==> src/rtl/amon_trap_pkg.sv <==
package amon_trap_pkg;
  localparam int unsigned CTL_W     = 64;
  localparam int unsigned NUM_CLASS = 4;
  localparam int unsigned CLS_W     = $clog2(NUM_CLASS);
  localparam int unsigned LVL_W     = 2;

  typedef enum logic [CLS_W-1:0] {
    CLS_TYPE_G1 = 2'd0,
    CLS_CNT_G1  = 2'd1,
    CLS_CNTEN   = 2'd2,
    CLS_CNT_G0  = 2'd3
  } mon_class_e;

  typedef enum logic [LVL_W-1:0] {
    LVL_APP  = 2'd0,
    LVL_OS   = 2'd1,
    LVL_HYP  = 2'd2,
    LVL_MON  = 2'd3
  } priv_lvl_e;

  // Bit position of each class's control field in the control word
  localparam int unsigned FIELD_POS [NUM_CLASS] = '{0, 17, 18, 49};

  function automatic logic [CTL_W-1:0] field_mask();
    logic [CTL_W-1:0] m;
    m = '0;
    for (int i = 0; i < NUM_CLASS; i++) m[FIELD_POS[i]] = 1'b1;
    return m;
  endfunction

  localparam logic [CTL_W-1:0] CTL_MASK = field_mask();
endpackage

==> src/rtl/amon_ctl_reg.sv <==
module amon_ctl_reg
  import amon_trap_pkg::*;
#(
  parameter int unsigned W = CTL_W
) (
  input  logic         clk,
  input  logic         rst_n,
  input  logic         wr_en,
  input  logic [W-1:0] wr_data,
  output logic [W-1:0] ctl_q
);
  logic [W-1:0] ctl_d;
  logic [W-1:0] mask_w;

  assign mask_w = W'(CTL_MASK);

  // next-state: only implemented field bits are stored
  always_comb begin
    ctl_d = ctl_q;
    if (wr_en) ctl_d = wr_data & mask_w;
  end

  always_ff @(posedge clk or negedge rst_n) begin
    if (!rst_n) ctl_q <= '0;
    else if (wr_en) ctl_q <= ctl_d;
  end
endmodule

==> src/rtl/amon_field_sel.sv <==
module amon_field_sel
  import amon_trap_pkg::*;
#(
  parameter int unsigned W  = CTL_W,
  parameter int unsigned NC = NUM_CLASS,
  localparam int unsigned CW = (NC > 1) ? $clog2(NC) : 1
) (
  input  logic [W-1:0]  ctl,
  input  logic [CW-1:0] cls,
  output logic          field_on
);
  logic [NC-1:0] fields;

  for (genvar g = 0; g < NC; g++) begin : g_field
    assign fields[g] = ctl[FIELD_POS[g]];
  end

  always_comb begin
    field_on = 1'b0;
    for (int i = 0; i < NC; i++)
      if (cls == CW'(i)) field_on = fields[i];
  end
endmodule

==> src/rtl/amon_gate_cond.sv <==
module amon_gate_cond
  import amon_trap_pkg::*;
(
  input  logic [LVL_W-1:0] level,
  input  logic             narrow,
  input  logic [1:0]       host_pair,
  input  logic             l2_en,
  input  logic             l1_wide,
  input  logic             l3_present,
  input  logic             l3_fg_en,
  output logic             gate_ok
);
  logic env_ok;
  logic l3_ok;
  logic lvl_ok;

  always_comb begin
    env_ok = l2_en && (host_pair != 2'b11) && l1_wide;
    l3_ok  = !l3_present || l3_fg_en;
    unique case (priv_lvl_e'(level))
      LVL_APP: lvl_ok = 1'b1;
      LVL_OS:  lvl_ok = !narrow;
      default: lvl_ok = 1'b0;
    endcase
    gate_ok = env_ok && l3_ok && lvl_ok;
  end
endmodule

==> src/rtl/amon_rdtrap_eval.sv <==
module amon_rdtrap_eval
  import amon_trap_pkg::*;
(
  input  logic                 clk,
  input  logic                 rst_n,
  input  logic                 ctl_wr_en,
  input  logic [CTL_W-1:0]     ctl_wr_data,
  output logic [CTL_W-1:0]     ctl_rd_data,
  input  logic                 req_valid,
  input  logic [CLS_W-1:0]     req_class,
  input  logic [LVL_W-1:0]     req_level,
  input  logic                 req_narrow,
  input  logic                 req_hi_prio_exc,
  input  logic [1:0]           cfg_host_pair,
  input  logic                 cfg_l2_en,
  input  logic                 cfg_l1_wide,
  input  logic                 cfg_l3_present,
  input  logic                 cfg_l3_fg_en,
  output logic                 trap_l2,
  output logic                 not_trapped
);
  logic [CTL_W-1:0] ctl_q;
  logic             field_on;
  logic             gate_ok;

  amon_ctl_reg #(.W(CTL_W)) u_ctl (
    .clk     (clk),
    .rst_n   (rst_n),
    .wr_en   (ctl_wr_en),
    .wr_data (ctl_wr_data),
    .ctl_q   (ctl_q)
  );

  amon_field_sel #(.W(CTL_W), .NC(NUM_CLASS)) u_sel (
    .ctl      (ctl_q),
    .cls      (req_class),
    .field_on (field_on)
  );

  amon_gate_cond u_gate (
    .level      (req_level),
    .narrow     (req_narrow),
    .host_pair  (cfg_host_pair),
    .l2_en      (cfg_l2_en),
    .l1_wide    (cfg_l1_wide),
    .l3_present (cfg_l3_present),
    .l3_fg_en   (cfg_l3_fg_en),
    .gate_ok    (gate_ok)
  );

  always_comb begin
    trap_l2     = req_valid && field_on && gate_ok && !req_hi_prio_exc;
    not_trapped = req_valid && !trap_l2;
  end

  assign ctl_rd_data = ctl_q;
endmodule

==> config.mk <==
export PLATFORM = sky130hd
export DESIGN_NAME = amon_rdtrap_eval
export DESIGN_NICKNAME = d
export VERILOG_FILES = /design/src/rtl/amon_trap_pkg.sv /design/src/rtl/amon_ctl_reg.sv /design/src/rtl/amon_field_sel.sv /design/src/rtl/amon_gate_cond.sv /design/src/rtl/amon_rdtrap_eval.sv
export SDC_FILE = /design/constraint.sdc
export NUM_CORES = 1
export LEC_CHECK = 0
export ABC_AREA = 1
export BUFFER_PORTS_ARGS = -buffer_cell sky130_fd_sc_hd__buf_2
export CORE_ASPECT_RATIO = 0.7
export CORE_MARGIN = 8
export CORE_UTILIZATION = 22
export DETAILED_ROUTE_END_ITERATION = 10
export HOLD_SLACK_MARGIN = 0.12
export PLACE_DENSITY = 0.73
export SLEW_MARGIN = 10
export SYNTH_ARGS = -nofsm -noshare
export SYNTH_HDL_FRONTEND = slang
export SYNTH_SLANG_ARGS = --single-unit
==> constraint.sdc <==
create_clock -name clk -period 0.8 [get_ports clk]
set_input_delay 0 -clock clk [delete_from_list [all_inputs] [get_ports clk]]
set_output_delay 0 -clock clk [all_outputs]
set_load 0.01 [all_outputs]
After elaboration in Yosys (flattened, before gate mapping)

Cells that the tools add are included.

Input bits: 80
Word-level logic and storage cells: 26
Register bits: 4

Eq/ne operators: 5
Reductions and logical operators: 15
Multiplexer cells: 5

Operator list:

| cell                                           | number |
|---|---|
| logical AND 1 bit                              | 8 |
| == test 2 x 1 -> 1 bit (second input constant) | 2 |
| == test 2 bit (second input constant)          | 2 |
| logical NOT 1 bit                              | 4 |
| logical NOT 2 bit                              | 2 |
| 2-to-1 mux 1 bit                               | 4 |
| inequality test 2 bit (second input constant)  | 1 |
| case mux 1 bit (2 select lines)                | 1 |
| logical OR 1 bit                               | 1 |

Logic depth before layout (Yosys ltp)

Gate-level depths: netlist of the first run.

Depth after elaboration: 10
Mapped depth: 6
Depth with buffers taken out: 6

Cells and area by module

Synthesis of the first run repeated with hierarchy kept, for this count alone.

Cells, all modules: 104
Area total of the unflattened synthesis: 710.7 um^2

Modules (own cells, without submodules):

| module           | cells each | area an instance (um^2) | sequential area each (um^2) | instances |
|---|---|---|---|---|
| amon_ctl_reg     | 78         | 603.1                   | 100.1                       | 1 |
| amon_field_sel   | 13         | 51.3                    | 0.0                         | 1 |
| amon_gate_cond   | 7          | 31.3                    | 0.0                         | 1 |
| amon_rdtrap_eval | 6          | 25.0                    | 0.0                         | 1 |

Least setup slack after synthesis of the first run

No wires, ideal clock.

Path kind: register to output
From: reg u_ctl.ctl_q[17]
To: out not_trapped
Required time: 0.800 ns
Buffers on the path: 0
Slack: -0.019 ns
Cell stages (with the launch flop): 6
Data arrival time: 0.819 ns
Path through: dfrtp_1 > nand2_1 > nand3_1 > nand2_1 > nor2_2 > nor2_2

Cells in the longest elaborated chain, start to end: 8

Ends and longest elaborated chain:

| element                         | RTL line               | RTL |
|---|---|---|
| start, declared                 | amon_ctl_reg.sv:10     | `output logic [W-1:0] ctl_q` |
| start signal, assigned          | amon_ctl_reg.sv:25     | `else if (wr_en) ctl_q <= ctl_d;` |
| 2-to-1 mux 1 bit (3 in series)  | amon_field_sel.sv:21   | `if (cls == CW'(i)) field_on = fields[i];` |
| logical AND 1 bit (3 in series) | amon_rdtrap_eval.sv:52 | `trap_l2 = req_valid && field_on && gate_ok && !req_hi_prio_exc;` |
| named net trap_l2               | amon_rdtrap_eval.sv:19 | `output logic trap_l2,` |
| logical NOT 1 bit               | amon_rdtrap_eval.sv:53 | `not_trapped = req_valid && !trap_l2;` |
| logical AND 1 bit               | amon_rdtrap_eval.sv:53 |  |
| end, declared                   | amon_rdtrap_eval.sv:20 | `output logic not_trapped` |

The timed path passes the listed nets, and every way through them passes these cells.

Worst setup path in the final report of the first run

From: reg u_ctl.ctl_q[0]
To: out not_trapped

Cells in the longest elaborated chain, start to end: 9

Ends and longest elaborated chain:

| element                         | RTL line |
|---|---|
| 2-to-1 mux 1 bit (4 in series)  | amon_field_sel.sv:21 |
| logical AND 1 bit (3 in series) | amon_rdtrap_eval.sv:52 |
| logical NOT 1 bit               | amon_rdtrap_eval.sv:53 |
| logical AND 1 bit               | amon_rdtrap_eval.sv:53 |

No other way between the ends.

==> results of run 1 <==
-- how the worst max path moves through the flow --
stage | cells past startpoint | startpoint | endpoint | slack (ps)
6_report | 6 | u_ctl.ctl_q[0] | not_trapped | -240
5_1_grt | 6 | u_ctl.ctl_q[17] | not_trapped | -320
4_1_cts | 6 | u_ctl.ctl_q[17] | not_trapped | -250
3_5_place_dp | 6 | u_ctl.ctl_q[49] | not_trapped | -80
3_3_place_gp | 6 | u_ctl.ctl_q[17] | not_trapped | -60
2_1_floorplan | 5 | u_ctl.ctl_q[49] | not_trapped | 4
-- cell families (layout without fill, tap and decap cells) --
| group | Yosys count | in the layout | share of synthesized area (%) |
|---|---|---|---|
| simple gates | 16 | 16 | 10.48 |
| flops | 4 | 4 | 14.21 |
| mux | 4 | 4 | 6.394 |
| buf+inv | 66 | 38 | 67.14 |
| compound gates | 1 | 1 | 1.244 |
| other cells | 1 | 60 | 0.5323 |
-- critical path, cell delays in order, from the launching register on --
cell and delay (ps):
dfrtp_1 370, nand2_1 80, nand3_2 70, nand2_2 90, nor2_4 40, nor2_4 70
buf_6 100
-- cell usage after synthesis (all sizes together) --
cell type / number / area share, %
dfrtp: 4 / 14
inv: 6 / 3.2
mux2: 4 / 6.4
nor2: 3 / 2.3
buf: 60 / 64
conb: 1 / 0.53
nand2: 10 / 5.3
nand3: 3 / 2.8
a21oi: 1 / 1.2
-- final cells by class --
cell class | count | area, um2 | share of cell area (%)
clock buffers | 3 | 41.29 | 5.255
inverters | 6 | 22.52 | 2.866
multi-input cells | 81 | 377.9 | 48.09
flip-flops and latches | 4 | 100.1 | 12.74
well taps | 38 | 47.55 | 6.051
repair buffers | 29 | 196.4 | 25.00
-- metrics by stage --
stage / hold slack (ps) / TNS, ps / total power, W / instance area [um2]
CTS: 21.70 / -814.0 / 0.001014 / 780.7
floorplan: -295.6 / 0 / 0.0006582 / 943.4
finish: 22.84 / -775.0 / 0.001027 / 785.8
detailed placement: -190.9 / -120.2 / 0.0005320 / 665.6
global placement: -191.6 / -97.71 / 0.0005274 / 665.6
global route: 29.09 / -1104 / 0.001121 / 785.8
-- metal layers --
metal	part of all wire, %	vias to the layer above
met3	9.2	2
met2	65	30
met5	0	-
met1	24	224
li1	-	219
met4	1.0	0
-- timing repair --
| action | in CTS | in global routing |
|---|---|---|
| pin swaps | 4 | 3 |
| resized for setup | 6 | 5 |
| cloned | 0 | 0 |
| setup buffers | 3 | 2 |
| endpoints found under the hold margin | 8 | 4 |
| setup endpoints to repair | 2 | 12 |
-- power by group through the flow --
stage / Clock [W] / Combinational (W) / Sequential [W]
final: 0.000416 / 0.000374 / 0.000237
after global routing: 0.000464 / 0.000417 / 0.000239
after CTS: 0.000423 / 0.000355 / 0.000236
after detailed placement: 0 / 0.000291 / 0.000241
after global placement: 0 / 0.000288 / 0.000239
after floorplan: 0 / 0.000408 / 0.000250
==> impl_metrics.json, run 1 <==
{
  "final_nets": 205,
  "cts_num_sinks": 4,
  "globalplace.congestion": 0.7136,
  "critical_path_arrival_ps": 1040,
  "p_int_w": 0.0006872,
  "switching_share_pct": 33.11,
  "syn_inst": 92,
  "grt_pass1_vias": 582,
  "hold_viol": 0,
  "grt_pass1_wl_um": 2608,
  "r2r_setup_slack_ps": -90,
  "finalMaxSlewViolations": 0,
  "critical_path.startpoint_type": "register",
  "vias_per_cell": 2.950,
  "mostFrequentLayoutCell": "conb_1",
  "die_h_um": 63.34,
  "postRouteAntennaNets": 0,
  "fin_ws_ps": -241.3,
  "rr_endpoint": "u_ctl.ctl_q[18]",
  "reg_top3": "u_ctl.ctl_q (4)",
  "rsz0062_at_grt": "true",
  "start_util_pct": 22.68,
  "switchingPower_w": 0.0003401,
  "final_cells": 161,
  "routed-via-count": 475,
  "tritoncts": "built",
  "ys_warn_count": 0,
  "drc": 0,
  "peakVddDrop_mv": 0.5351,
  "die_w_um": 83.63,
  "io_pins": 146,
  "fp.dieArea_mm2": 0.005297,
  "sequentialPowerShare_pct": 23.1,
  "syn_avg_cell_area_um2": 7.657,
  "hold_path.startpoint": "ctl_wr_data[17]",
  "critPathMaxFanout": 2,
  "hold_buffers": 2,
  "largest_register_ffs": 4,
  "status": "finished with violations",
  "drt_wl_total_um": 1591,
  "synth_cell_type_count": 12,
  "drt-pass1-iter-count": 2,
  "drive_gt1_share_pct": 33.33,
  "ys_ff_latch": 4,
  "cts_made_buffers": 3,
  "dpl_worst_slack_ps": -77.74,
  "final_cell_mix": "conb_1 (60), buf_2 (20), nand2_1 (9)",
  "holdPathEnd": "u_ctl.ctl_q[17]",
  "h-tree-depth": 1,
  "drtIter0Drc": 1,
  "grt_use_met1_pct": 3.655,
  "worst_r2r_path_depth": 2,
  "nFillCells": 356,
  "syn_to_final_growth_pct": 11.55,
  "hp-class": "in -> reg",
  "cts_root_buf": "clkbuf_8",
  "port_buffers": 25,
  "post-route-period-util_pct": 130.2,
  "coreArea_mm2": 0.003105,
  "path_class": "reg -> out",
  "clk_latency_ps": 210,
  "grtUsageMet3_pct": 2.953,
  "drv_cap": 0,
  "num_rows": 17,
  "n_antenna_cell": 0,
  "wl_per_cell_um": 9.882,
  "p_leak_nw": 0.4930,
  "layout_min_cycle_time_ps": 1041,
  "clock_path_buffers": 2,
  "holdPathStages": 2,
  "antenna_found_initial": 0,
  "clock.fmax_mhz": 960.4,
  "powerDensity_mw_per_mm2": 1307,
  "place_inst": 154,
  "skew_ps": 0,
  "violations": "setup timing",
  "cp.required_ps": 800,
  "grt_max_degree": 5,
  "ys_seq_area_share_pct": 14.21,
  "dp_hpwl_um": 1419,
  "gr-usage-met2_pct": 13.06,
  "syn-cell-area_um2": 704.4,
  "finalSetupViolations": 8,
  "globalRouteTotalUtil_pct": 6.128,
  "endpoint_kind": "primary output",
  "clkTransAtPathRegs_ps": 30,
  "top_register": "u_ctl.ctl_q",
  "comb_power_share_pct": 36.4,
  "final_core_util_pct": 25.30,
  "top_usage_layer": "met2",
  "pwr-share-clk_pct": 40.5,
  "worstReg2RegStart": "u_ctl.ctl_q[18]",
  "grt-ovfl-total": 0
}
(Power assumes the default switching activity.)
==> inputs of run 2 (changes only) <==
--- a/config.mk
+++ b/config.mk
@@ -9,10 +9,11 @@
 export BUFFER_PORTS_ARGS = -buffer_cell sky130_fd_sc_hd__buf_2
 export CORE_ASPECT_RATIO = 0.7
 export CORE_MARGIN = 8
-export CORE_UTILIZATION = 22
+export CORE_UTILIZATION = 26
 export DETAILED_ROUTE_END_ITERATION = 10
 export HOLD_SLACK_MARGIN = 0.12
-export PLACE_DENSITY = 0.73
+export PLACE_DENSITY = 0.81
+export REMOVE_ABC_BUFFERS = 1
 export SLEW_MARGIN = 10
 export SYNTH_ARGS = -nofsm -noshare
 export SYNTH_HDL_FRONTEND = slang
==> constraint.sdc (replaced) <==
create_clock -name clk -period 1.2 [get_ports clk]
set_input_delay 0 -clock clk [delete_from_list [all_inputs] [get_ports clk]]
set_output_delay 0 -clock clk [all_outputs]
set_load 0.01 [all_outputs]
==> run 2 against run 1 <==
Compared with the run above:
- highest routed layer unchanged
- largest cell class unchanged
- critical path type unchanged
- sequential power is 32% lower
- the run now ends clean
- utilization grew 4.7 points
- first-iteration DRC count rose to 12 times the previous value
==> impl_metrics.json, run 2 (synthesis gave the netlist of run 1 again) <==
{
  "status": "complete, no violations",
  "setup_tns_ps": 0,
  "cts_root_buf": "clkbuf_8",
  "endpoint_kind": "primary output",
  "pwr-share-clk_pct": 43.6,
  "worstReg2RegStart": "u_ctl.ctl_q[17]",
  "grt-ovfl-total": 0,
  "cts_num_sinks": 4,
  "crit_buf_inv": 1,
  "crit_slowest_cell": "dfrtp_1",
  "clock_path_buffers": 2,
  "n_antenna_cell": 0,
  "grtUsageMet3_pct": 2.576,
  "drtIter0Drc": 12,
  "final_nets": 208,
  "critical_path_arrival_ps": 1090,
  "largest_register_ffs": 4,
  "grt_pass1_vias": 464,
  "syn_to_final_growth_pct": 7.105,
  "comb_power_share_pct": 31.9,
  "num_rows": 15,
  "p_int_w": 0.0004312,
  "die_w_um": 78.22,
  "antenna_found_initial": 0,
  "worst_r2r_path_depth": 1,
  "drc": 0,
  "port_buffers": 25,
  "drive_gt1_share_pct": 26.98,
  "globalplace.congestion": 0.6035,
  "wl_per_cell_um": 10.10,
  "hold_viol": 0,
  "post-route-period-util_pct": 91.23,
  "globalRouteTotalUtil_pct": 6.061,
  "hold_path.startpoint": "req_valid",
  "fin_ws_ps": 105.2,
  "critical_path.startpoint_type": "register",
  "switching_share_pct": 33.98,
  "mostFrequentLayoutCell": "conb_1",
  "cts_made_buffers": 3,
  "powerDensity_mw_per_mm2": 865.8,
  "post_cts_buffers": 0,
  "holdPathStages": 4,
  "grt_pass1_wl_um": 2270,
  "path_class": "reg -> out",
  "critPathMaxFanout": 3,
  "finalMaxSlewViolations": 0,
  "tritoncts": "built",
  "cp.required_ps": 1200,
  "gr-usage-met2_pct": 12.94,
  "dpl_worst_slack_ps": 336.4,
  "worstPathCellList": "nand2_1, nand3_1, nand2_1, nor2_2, nor2_2, buf_2",
  "vias_per_cell": 2.888,
  "io_pins": 146,
  "rsz0062_at_grt": "false",
  "peakVddDrop_mv": 0.9382,
  "coreArea_mm2": 0.002515,
  "total_power_w": 0.0006532,
  "top_usage_layer": "met2",
  "clkTransAtPathRegs_ps": 30,
  "timing.hold.ws_ps": 323.3,
  "die_h_um": 59.55,
  "drv_cap": 0,
  "postRouteAntennaNets": 0,
  "p_leak_nw": 0.4793,
  "grt_use_met1_pct": 4.127,
  "hp-class": "in -> out",
  "grt_max_degree": 5,
  "finalSetupViolations": 0,
  "dp_hpwl_um": 1467,
  "reg_top3": "u_ctl.ctl_q (4)",
  "cpPeakStageDelay_ps": 380,
  "layout_min_cycle_time_ps": 1095,
  "r2r_setup_slack_ps": 410,
  "cp_top_family": "flip-flops",
  "switchingPower_w": 0.0002219,
  "drt_wl_total_um": 1616,
  "skew_ps": 0,
  "clock.fmax_mhz": 913.4,
  "routed-via-count": 462,
  "top_register": "u_ctl.ctl_q",
  "ctsResizeCount": 0,
  "sequentialPowerShare_pct": 24.4,
  "final_cell_mix": "conb_1 (60), buf_2 (25), nand2_1 (10)",
  "clk_latency_ps": 220,
  "drt-pass1-iter-count": 2,
  "fp.dieArea_mm2": 0.004658,
  "holdPathEnd": "not_trapped",
  "start_util_pct": 28.01,
  "h-tree-depth": 1,
  "rr_endpoint": "u_ctl.ctl_q[17]"
}
[run 2: changes by cell type in the layout (fill, tap and decap cells not counted), moves of 2 or more]
cell / before / now
buf_2: 20 / 25
dlygate4sd3_1: 1 / 7
buf_6: 7 / 0
mux2_1: 0 / 2
mux2_4: 2 / 0
nor2_2: 0 / 2
nor2_4: 2 / 0
[run 2: how the worst max path moves through the flow]
stage | slack, ps | cells after the start | start | to
finish | 110 | 6 | u_ctl.ctl_q[17] | not_trapped
floorplan | 380 | 5 | u_ctl.ctl_q[17] | not_trapped
detailed placement | 340 | 6 | u_ctl.ctl_q[17] | not_trapped
global route | 3 | 6 | u_ctl.ctl_q[17] | not_trapped
CTS | 100 | 6 | u_ctl.ctl_q[17] | not_trapped
global placement | 340 | 6 | u_ctl.ctl_q[17] | not_trapped
[run 2: per-stage QoR]
stage / instances / area (um2) / utilization (%)
after global placement: 150 / 643.1 / 25.57
final: 160 / 754.5 / 30.00
after detailed placement: 150 / 643.1 / 25.57
after floorplan: 91 / 475.5 / -
after CTS: 160 / 754.5 / 30.00
after global routing: 160 / 754.5 / 30.00
[run 2: worst min-delay path, delay by kind of cell]
kind                   cells  cell delay (ps)
buffers and inverters      3              280
and+or+nand+nor            1               40
[run 2: layout make-up]
type | instances | area (um2)
timing repair buffer | 32 | 195.2
fill | 289 | 1760
tap | 34 | 42.54
inverter | 6 | 22.52
clock buffer | 3 | 41.29
multi-input combinational | 81 | 352.8
sequential | 4 | 100.1
[run 2: layer usage]
| layer | part of all wire [%] | vias up | routed length, um |
|---|---|---|---|
| met3 | 12 | 4 | 186 |
| met2 | 64 | 27 | 1027 |
| met5 | 0 | - | 0 |
| met4 | 1.7 | 0 | 27 |
| met1 | 23 | 204 | 374 |
| li1 | - | 227 | - |
[run 2: repair_timing]
item | in CTS | in global routing
endpoints found under the setup margin | 0 | 0
hold buffers | 7 | 0
hold endpoints to repair | 8 | 0
[run 2: power groups by stage]
stage	registers [W]	logic (W)	clock network, W
floorplan	0.000166	0.000118	0
global placement	0.000161	0.000180	0
detailed placement	0.000161	0.000181	0
CTS	0.000160	0.000198	0.000287
global route	0.000162	0.000234	0.000302
finish	0.000160	0.000208	0.000285
==> inputs of run 3 (changes only) <==
--- a/config.mk
+++ b/config.mk
@@ -12,7 +12,7 @@
 export CORE_UTILIZATION = 26
 export DETAILED_ROUTE_END_ITERATION = 10
 export HOLD_SLACK_MARGIN = 0.12
-export PLACE_DENSITY = 0.81
+export PLACE_DENSITY = 0.89
 export REMOVE_ABC_BUFFERS = 1
 export SLEW_MARGIN = 10
 export SYNTH_ARGS = -nofsm -noshare
==> constraint.sdc (replaced) <==
create_clock -name clk -period 1.3 [get_ports clk]
set_input_delay 0 -clock clk [delete_from_list [all_inputs] [get_ports clk]]
set_output_delay 0 -clock clk [all_outputs]
set_load 0.01 [all_outputs]
==> run 3 against run 2 <==
Compared with the run above:
- register-to-register slack improved by 100 ps
- cell count is the same
- flip-flop and latch count did not move
- combinational power decreased by 7%
- design area did not move
- largest power group unchanged
- highest routed layer unchanged
==> impl_metrics.json, run 3 (synthesis gave the netlist of run 1 again) <==
{
  "status": "complete, no violations",
  "final_cell_mix": "conb_1 (60), buf_2 (25), nand2_1 (10)",
  "wl_per_cell_um": 10.08,
  "cts_root_buf": "clkbuf_8",
  "cts_made_buffers": 3,
  "nFillCells": 287,
  "h-tree-depth": 1,
  "tritoncts": "built",
  "syn_to_final_growth_pct": 7.105,
  "drt-pass1-iter-count": 1,
  "hp-class": "in -> out",
  "hold_viol": 0,
  "critical_path.startpoint_type": "register",
  "place_area_um2": 643.1,
  "dp_hpwl_um": 1430,
  "port_buffers": 25,
  "r2r_setup_slack_ps": 510,
  "rsz0062_at_grt": "false",
  "crit_slowest_cell": "dfrtp_1",
  "drv_cap": 0,
  "largest_register_ffs": 4,
  "timing.hold.ws_ps": 317.5,
  "powerDensity_mw_per_mm2": 798.6,
  "clk_latency_ps": 220,
  "worstPathCellList": "nand2_1, nand3_1, nand2_1, nor2_2, nor2_2, buf_2",
  "routed-via-count": 472,
  "post-route-period-util_pct": 82.90,
  "clock.fmax_mhz": 927.9,
  "drc": 0,
  "drive_gt1_share_pct": 26.98,
  "grt_pass1_vias": 480,
  "start_util_pct": 28.01,
  "cp.required_ps": 1300,
  "fp.dieArea_mm2": 0.004658,
  "grt_max_degree": 5,
  "cts_num_sinks": 4,
  "peakVddDrop_mv": 0.8546,
  "die_h_um": 59.55,
  "cpPeakStageDelay_ps": 370,
  "skew_ps": 0,
  "fin_ws_ps": 222.3,
  "coreArea_mm2": 0.002515,
  "stdcell_area_um2": 754.5,
  "drt_wl_total_um": 1612,
  "critical_path_arrival_ps": 1080,
  "setup_tns_ps": 0,
  "io_pins": 146,
  "layout_min_cycle_time_ps": 1078,
  "finalMaxSlewViolations": 0,
  "postRouteAntennaNets": 0,
  "final_nets": 208,
  "vias_per_cell": 2.950,
  "n_antenna_cell": 0,
  "grt_pass1_wl_um": 2373,
  "critPathMaxFanout": 3,
  "path_class": "reg -> out",
  "clock_path_buffers": 2,
  "p_leak_nw": 0.4793,
  "die_w_um": 78.22,
  "mostFrequentLayoutCell": "conb_1",
  "grt-ovfl-total": 0,
  "antenna_found_initial": 0,
  "drtIter0Drc": 0,
  "num_rows": 15,
  "dpl_worst_slack_ps": 455.1,
  "globalplace.congestion": 0.6759,
  "globalRouteTotalUtil_pct": 6.407,
  "reg_top3": "u_ctl.ctl_q (4)",
  "clkTransAtPathRegs_ps": 30,
  "top_register": "u_ctl.ctl_q",
  "endpoint_kind": "primary output",
  "finalSetupViolations": 0
}
==> run 3: cell counts in the layout (fill, tap and decap cells not counted) <==
No cell type changed its count.
==> run 3: timing repair <==
item	4_1_cts	5_1_grt
hold buffers	7	0
buffers inserted	0	0
hold endpoints to repair	8	0
endpoints found under the setup margin	0	0
resized for setup	0	0
==> run 3: worst paths after layout <==
| path | endpoint | start | depth (start not counted) |
|---|---|---|---|
| min in group asynchronous | u_ctl.ctl_q[17] | rst_n | 3 |
| max in group asynchronous | u_ctl.ctl_q[49] | rst_n | 3 |
| max | not_trapped | u_ctl.ctl_q[17] | 6 |
| max reg2reg | u_ctl.ctl_q[18] | u_ctl.ctl_q[18] | 1 |
| min reg2reg | u_ctl.ctl_q[49] | u_ctl.ctl_q[49] | 1 |
| min | not_trapped | req_valid | 4 |
==> run 3: metrics by stage <==
step / total power [W] / utilization (%) / instances
after floorplan: 0.0002620 / - / 91
after global placement: 0.0003145 / 25.57 / 150
after detailed placement: 0.0003162 / 25.57 / 150
after CTS: 0.0006019 / 30.00 / 160
after global routing: 0.0006448 / 30.00 / 160
final: 0.0006026 / 30.00 / 160
==> run 3: final cells by class <==
class	count	area [um2]	share of cell area (%)
inverter	6	22.52	2.985
sequential	4	100.1	13.27
timing repair buffer	32	195.2	25.87
tap	34	42.54	5.638
multi-input combinational	81	352.8	46.77
clock buffer	3	41.29	5.473
==> run 3: power by group <==
part | internal [W] | switching (W)
combinational | 0.0000626 | 0.000130
sequential | 0.000138 | 0.00000923
clock | 0.000197 | 0.0000652
==> run 3: critical path: cells and delay by family, from the launching register on <==
| kind | cells | cell delay (ps) |
|---|---|---|
| and+or+nand+nor | 5 | 360 |
| DFF | 1 | 370 |
| buffers and inverters | 1 | 130 |
==> run 3: per-layer routing <==
metal,global-route usage (%),vias to the layer above,share of wire [%]
li1,-,225,-
met1,3.004,212,18
met2,14.94,31,66
met3,3.182,4,14
met4,4.724,0,1.8
met5,0,-,0
